### config.mk
export PLATFORM = sky130hd
export DESIGN_NAME = multiport_regbank
export DESIGN_NICKNAME = d
export VERILOG_FILES = /design/src/rtl/mprb_pkg.sv /design/src/rtl/mprb_wr_decode.sv /design/src/rtl/mprb_wr_arbiter.sv /design/src/rtl/mprb_rd_mux.sv /design/src/rtl/multiport_regbank.sv
export SDC_FILE = /design/constraint.sdc
export NUM_CORES = 1
export LEC_CHECK = 0
export CORE_MARGIN = 8
export CORE_UTILIZATION = 51
export CTS_CLUSTER_DIAMETER = 100
export DETAILED_ROUTE_END_ITERATION = 12
export DONT_BUFFER_PORTS = 1
export PLACE_DENSITY = 0.79
export SYNTH_ARGS = -nofsm -noshare
export SYNTH_HDL_FRONTEND = slang
export SYNTH_SLANG_ARGS = --single-unit
### constraint.sdc
create_clock -name clk -period 2.38 [get_ports clk]
set_input_delay 0.714 -clock clk [delete_from_list [all_inputs] [get_ports clk]]
set_output_delay 0.714 -clock clk [all_outputs]
set_load 0.05 [all_outputs]
### src/rtl/mprb_pkg.sv
package mprb_pkg;

   // Upper bound on write ports handled by the priority function below.
   localparam int unsigned MPRB_MAX_PORTS = 32;

   // Read multiplexer implementation variants.
   typedef enum logic {
      RDMUX_INDEXED = 1'b0,   // variable part-select with range guard
      RDMUX_ANDOR   = 1'b1    // decoded one-hot AND-OR tree
   } rdmux_kind_e;

   // Isolate the least significant set bit (lowest port number wins).
   function automatic logic [MPRB_MAX_PORTS-1:0] lowest_set
      (input logic [MPRB_MAX_PORTS-1:0] vec);
      return vec & (~vec + {{(MPRB_MAX_PORTS-1){1'b0}}, 1'b1});
   endfunction

endpackage

### src/rtl/mprb_wr_decode.sv
module mprb_wr_decode #(
   parameter int unsigned NUM_REGS = 6,
   parameter int unsigned ADDR_W   = 3
) (
   input  logic                en,
   input  logic [ADDR_W-1:0]   addr,
   output logic [NUM_REGS-1:0] hit
);

   // One select line per register; out-of-range addresses select none.
   always_comb begin
      for (int r = 0; r < NUM_REGS; r++) begin
         hit[r] = en && (addr == ADDR_W'(r));
      end
   end

endmodule

### src/rtl/mprb_wr_arbiter.sv
module mprb_wr_arbiter
   import mprb_pkg::*;
#(
   parameter int unsigned NUM_WR = 3,
   parameter int unsigned DATA_W = 16
) (
   input  logic [NUM_WR-1:0]        req,
   input  logic [NUM_WR*DATA_W-1:0] data_in,
   output logic [NUM_WR-1:0]        grant,
   output logic                     we,
   output logic [DATA_W-1:0]        data_out
);

   logic [MPRB_MAX_PORTS-1:0] req_wide;
   logic [MPRB_MAX_PORTS-1:0] grant_wide;

   always_comb begin
      req_wide              = '0;
      req_wide[NUM_WR-1:0]  = req;
      grant_wide            = lowest_set(req_wide);
      grant                 = grant_wide[NUM_WR-1:0];
      we                    = |req;
   end

   // Data select driven by the one-hot grant.
   always_comb begin
      data_out = '0;
      for (int w = 0; w < NUM_WR; w++) begin
         data_out = data_out | (data_in[w*DATA_W +: DATA_W] & {DATA_W{grant[w]}});
      end
   end

endmodule

### src/rtl/mprb_rd_mux.sv
module mprb_rd_mux
   import mprb_pkg::*;
#(
   parameter int unsigned NUM_REGS = 6,
   parameter int unsigned DATA_W   = 16,
   parameter int unsigned ADDR_W   = 3,
   parameter rdmux_kind_e KIND     = RDMUX_ANDOR
) (
   input  logic [NUM_REGS*DATA_W-1:0] regs,
   input  logic [ADDR_W-1:0]          addr,
   output logic [DATA_W-1:0]          data
);

   generate
      if (KIND == RDMUX_INDEXED) begin : g_indexed
         always_comb begin
            if (int'(addr) < int'(NUM_REGS)) begin
               data = regs[int'(addr)*DATA_W +: DATA_W];
            end else begin
               data = '0;
            end
         end
      end else begin : g_andor
         logic [NUM_REGS-1:0] sel;
         always_comb begin
            for (int r = 0; r < NUM_REGS; r++) begin
               sel[r] = (addr == ADDR_W'(r));
            end
         end
         always_comb begin
            data = '0;
            for (int r = 0; r < NUM_REGS; r++) begin
               data = data | (regs[r*DATA_W +: DATA_W] & {DATA_W{sel[r]}});
            end
         end
      end
   endgenerate

endmodule

### src/rtl/multiport_regbank.sv
module multiport_regbank
   import mprb_pkg::*;
#(
   parameter int unsigned NUM_REGS = 6,
   parameter int unsigned DATA_W   = 16,
   parameter int unsigned NUM_WR   = 3,
   parameter int unsigned NUM_RD   = 2,
   parameter int unsigned ADDR_W   = (NUM_REGS > 1) ? $clog2(NUM_REGS) : 1,
   parameter rdmux_kind_e RD_KIND  = RDMUX_ANDOR
) (
   input  logic                     clk,
   input  logic                     rst_n,
   input  logic [NUM_WR-1:0]        wr_en,
   input  logic [NUM_WR*ADDR_W-1:0] wr_addr,
   input  logic [NUM_WR*DATA_W-1:0] wr_data,
   output logic [NUM_WR-1:0]        wr_dropped,
   input  logic [NUM_RD*ADDR_W-1:0] rd_addr,
   output logic [NUM_RD*DATA_W-1:0] rd_data
);

   localparam int unsigned MIN_ADDR_W = (NUM_REGS > 1) ? $clog2(NUM_REGS) : 1;
   localparam int unsigned BANK_BITS  = NUM_REGS * DATA_W;

   // Elaboration-time parameter checks.
   generate
      if (NUM_REGS < 1)              begin : g_bad_regs  $error("NUM_REGS must be at least 1"); end
      if (DATA_W < 1)                begin : g_bad_width $error("DATA_W must be at least 1"); end
      if (NUM_WR < 1 || NUM_WR > MPRB_MAX_PORTS) begin : g_bad_wr $error("NUM_WR out of range"); end
      if (NUM_RD < 1)                begin : g_bad_rd    $error("NUM_RD must be at least 1"); end
      if (ADDR_W < MIN_ADDR_W)       begin : g_bad_addr  $error("ADDR_W too narrow for NUM_REGS"); end
   endgenerate

   logic [NUM_REGS-1:0] hit_by_wr   [NUM_WR];
   logic [NUM_WR-1:0]   req_by_reg  [NUM_REGS];
   logic [NUM_WR-1:0]   grant_by_reg[NUM_REGS];
   logic [NUM_REGS-1:0] we_by_reg;
   logic [DATA_W-1:0]   wdata_by_reg[NUM_REGS];
   logic [BANK_BITS-1:0] bank_q;
   logic [NUM_WR-1:0]   lost;

   // Per-port address decoders.
   generate
      for (genvar w = 0; w < NUM_WR; w++) begin : g_wdec
         mprb_wr_decode #(
            .NUM_REGS (NUM_REGS),
            .ADDR_W   (ADDR_W)
         ) dec_i (
            .en   (wr_en[w]),
            .addr (wr_addr[w*ADDR_W +: ADDR_W]),
            .hit  (hit_by_wr[w])
         );
      end
   endgenerate

   // Transpose: per register, which ports request it.
   always_comb begin
      for (int r = 0; r < NUM_REGS; r++) begin
         for (int w = 0; w < NUM_WR; w++) begin
            req_by_reg[r][w] = hit_by_wr[w][r];
         end
      end
   end

   // Per-register priority resolution and storage.
   generate
      for (genvar r = 0; r < NUM_REGS; r++) begin : g_reg
         mprb_wr_arbiter #(
            .NUM_WR (NUM_WR),
            .DATA_W (DATA_W)
         ) arb_i (
            .req      (req_by_reg[r]),
            .data_in  (wr_data),
            .grant    (grant_by_reg[r]),
            .we       (we_by_reg[r]),
            .data_out (wdata_by_reg[r])
         );

         always_ff @(posedge clk) begin
            if (!rst_n) begin
               bank_q[r*DATA_W +: DATA_W] <= '0;
            end else if (we_by_reg[r]) begin
               bank_q[r*DATA_W +: DATA_W] <= wdata_by_reg[r];
            end
         end
      end
   endgenerate

   // A port lost when it requested a register but was not granted it.
   always_comb begin
      lost = '0;
      for (int w = 0; w < NUM_WR; w++) begin
         for (int r = 0; r < NUM_REGS; r++) begin
            lost[w] = lost[w] | (req_by_reg[r][w] & ~grant_by_reg[r][w]);
         end
      end
   end

   always_ff @(posedge clk) begin
      if (!rst_n) begin
         wr_dropped <= '0;
      end else begin
         wr_dropped <= lost;
      end
   end

   // Independent read multiplexers.
   generate
      for (genvar p = 0; p < NUM_RD; p++) begin : g_rd
         mprb_rd_mux #(
            .NUM_REGS (NUM_REGS),
            .DATA_W   (DATA_W),
            .ADDR_W   (ADDR_W),
            .KIND     (RD_KIND)
         ) mux_i (
            .regs (bank_q),
            .addr (rd_addr[p*ADDR_W +: ADDR_W]),
            .data (rd_data[p*DATA_W +: DATA_W])
         );
      end
   endgenerate

endmodule

==> flow_summary.toml <==
[status]
status = "complete, no violations"

[sta]
max_freq_mhz = 427
finalSetupViolCount = 0
timing.hold.ws_ps = 499
skew_ps = 0
period_minus_slack_ps = 2340
period_share_pct = 98.5
report.final.slew_viol_count = 0
hold_viol_final = 0
tightest_slew_ps = 1050
rsz0062_at_grt = "false"
slew_headroom_pct = 29.4

[yosys]
synth_edf_count = 0
synth_fp_nets = 866
yosysTopAreaCell = "dfxtp_1"
synth_area_leaders = "dfxtp_1, mux2i_1, a22o_1, o21ai_0, nand2_1"
yosysMostFrequentCell = "mux2i_1"
syn_avg_cell_area_um2 = 8.78
synth_area_um2 = 7010
synth_seq_cells = 98
ys.warnings.count = 0
async_flop_share_pct = 0
yosysUniqueCellTypes = 57
ys_top_cells_by_count = "mux2i_1, dfxtp_1, a22o_1"
synth_ff_type = "dfxtp_1"
yosysSeqAreaShare_pct = 28.0
yosysTopAreaCellShare_pct = 28.0
synthCells = 798

[drt]
postRouteAntennaNets = 0
dr.pass1.iters = 5
post_drt_wl_per_cell_um = 27.1
drc = 0
via_per_inst = 7.08
drt_iter0_markers = 1069
dr_total_vias = 6850
routed_wl_um = 26200

[critical_path]
critical_path_arrival_ps = 1630
cp-start-kind = "primary input"
crit_fanout = 29
crit_buf_inv = 1
required_ps = 1670
critical_path_class = "in -> out"
cpLargestDelayFamily = "compound AO/OA/AOI/OAI gates"
slowest_delay_ps = 310
r2r-end = "bank_q[23]"
r2r-start = "bank_q[23]"
cp_cell_sequence = "mux2_2, a22oi_1, o221ai_4, buf_12"
r2r_setup_slack_ps = 1320
rr_worst_depth = 3
worstSetupEndpointType = "output pin"
slowest_stage = "mux2_2"

[placed_design]
numPortBuffers = 0
gp_congestion = 0.898
hpwlAfterDp_um = 18200

[clocking]
clock_latency_ps = 350
cts_buffer_depth = 2
clock-root-buffer = "clkbuf_16"
clock-sinks = 98
clk_pin_slew_ps = 60
cts_max_level = 3
cts_tree = "done"
cts_buffers = 9

[power_and_ir_drop]
p_leak_nw = 3.03
ir_drop_v = 0.000331
power_mw = 4.31
p_per_area_nw_per_um2 = 514

[grt]
grt_max_degree = 42
grt_pass1_vias = 6613
grt_first_pass_wirelength_um = 40000
antenna_found_initial = 0
grt-ovfl-total = 0
track_usage_pct = 28.7

[cells_and_area]
synthToLayoutAreaGrowth_pct = 19.6
layout-drive-gt1-share_pct = 21.1
final_nets = 851
fillers = 1128
n_antenna_cell = 0

[floorplanning]
die_w_um = 133
core_um2 = 13700
placementRows = 43
initial_core_util_pct = 51.3
dieArea_um2 = 17800
fp.dieH_um = 133
ios = 103

[worst_hold_path]
holdPathEnd = "wr_dropped[2]"
min_from = "rst_n"
hold_depth = 1
hp-class = "in -> reg"

[job]
cap_viol_max_count = 0
## per-layer routing
metal	GRT usage [%]	part of all wire (%)
met5	0	0
met1	37.1	39
met3	9.79	14
met4	11.4	2.9
met2	43.0	44
## registers in the layout, summed over array words and instances, names as in the netlist
name / flops
bank_q: 96
wr_dropped: 2
## final cells by class
type,instances,area (um^2),area share [%]
multi-input cells,616,5240,62.5
repair buffers,48,611,7.29
clock buffers,11,253,3.02
well taps,180,225,2.69
flip-flops and latches,98,1960,23.4
clock inverters,4,51.3,0.612
inverters,10,37.5,0.448
## logic make-up (layout without fill, tap and decap cells)
kind of cell | count (synthesis) | after routing | synth area share [%]
other | 1 | 1 | 0.0535
buffers and inverters | 84 | 73 | 6.53
multiplexers | 156 | 156 | 23.8
AO/OA/AOI/OAI | 272 | 272 | 27.5
flip-flops | 98 | 98 | 28.0
AND/OR/NAND/NOR | 187 | 187 | 14.1
## power breakdown
group          internal [mW]  total [mW]  switching [mW]
Sequential              1.73        1.83          0.0988
Combinational          0.421       0.958           0.537
Clock                  0.867        1.52           0.650
## stage by stage
step	util, %	TNS (ps)	setup WS (ps)	instances	area (um^2)
floorplan	-	-135	-41.5	798	7810
global placement	59.1	0	54.3	952	8070
detailed placement	59.1	0	36.6	952	8070
CTS	61.3	0	34.3	967	8380
global route	61.3	0	7.20	967	8380
finish	61.3	0	36.2	967	8380
## timing repair
item | 4_1_cts | 5_1_grt
resized for setup | 0 | 1
hold endpoints to repair | 0 | 0
setup buffers | 0 | 0
hold buffers | 0 | 0
setup endpoints to repair | 0 | 2
## cells in the final DEF, fill, tap and decap left out, types with 2 or more instances in the layout
cell,instances
nor2_4,2
a211oi_1,3
buf_12,20
buf_4,28
nor2b_1,8
nor3_1,3
dfxtp_1,98
a22oi_2,11
and2_1,2
nand4b_1,3
nor4_4,3
nand2_1,80
a22o_1,92
nor4b_4,2
mux2i_1,131
nor3_2,2
inv_1,10
o221ai_4,16
a221oi_2,2
mux4_2,7
a31oi_1,11
o21ai_0,61
mux2_2,18
nor2_2,6
a22oi_1,8
o211ai_1,2
nor2_1,51
clkbuf_16,9
o22ai_4,15
nor4bb_4,2
and4bb_2,4
nand2b_1,2
o21ai_1,4
nand3_1,5
clkbuf_8,2
a21oi_1,35
## worst max path at each step
stage / to / startpoint / depth (start not counted)
final: rd_data[29] / rd_addr[4] / 4
after global routing: rd_data[29] / rd_addr[4] / 4
after CTS: rd_data[19] / rd_addr[4] / 5
after detailed placement: rd_data[29] / rd_addr[4] / 4
after global placement: rd_data[29] / rd_addr[4] / 4
after floorplan: rd_data[29] / rd_addr[4] / 4
Note: power is estimated with default switching activity, not from simulation.
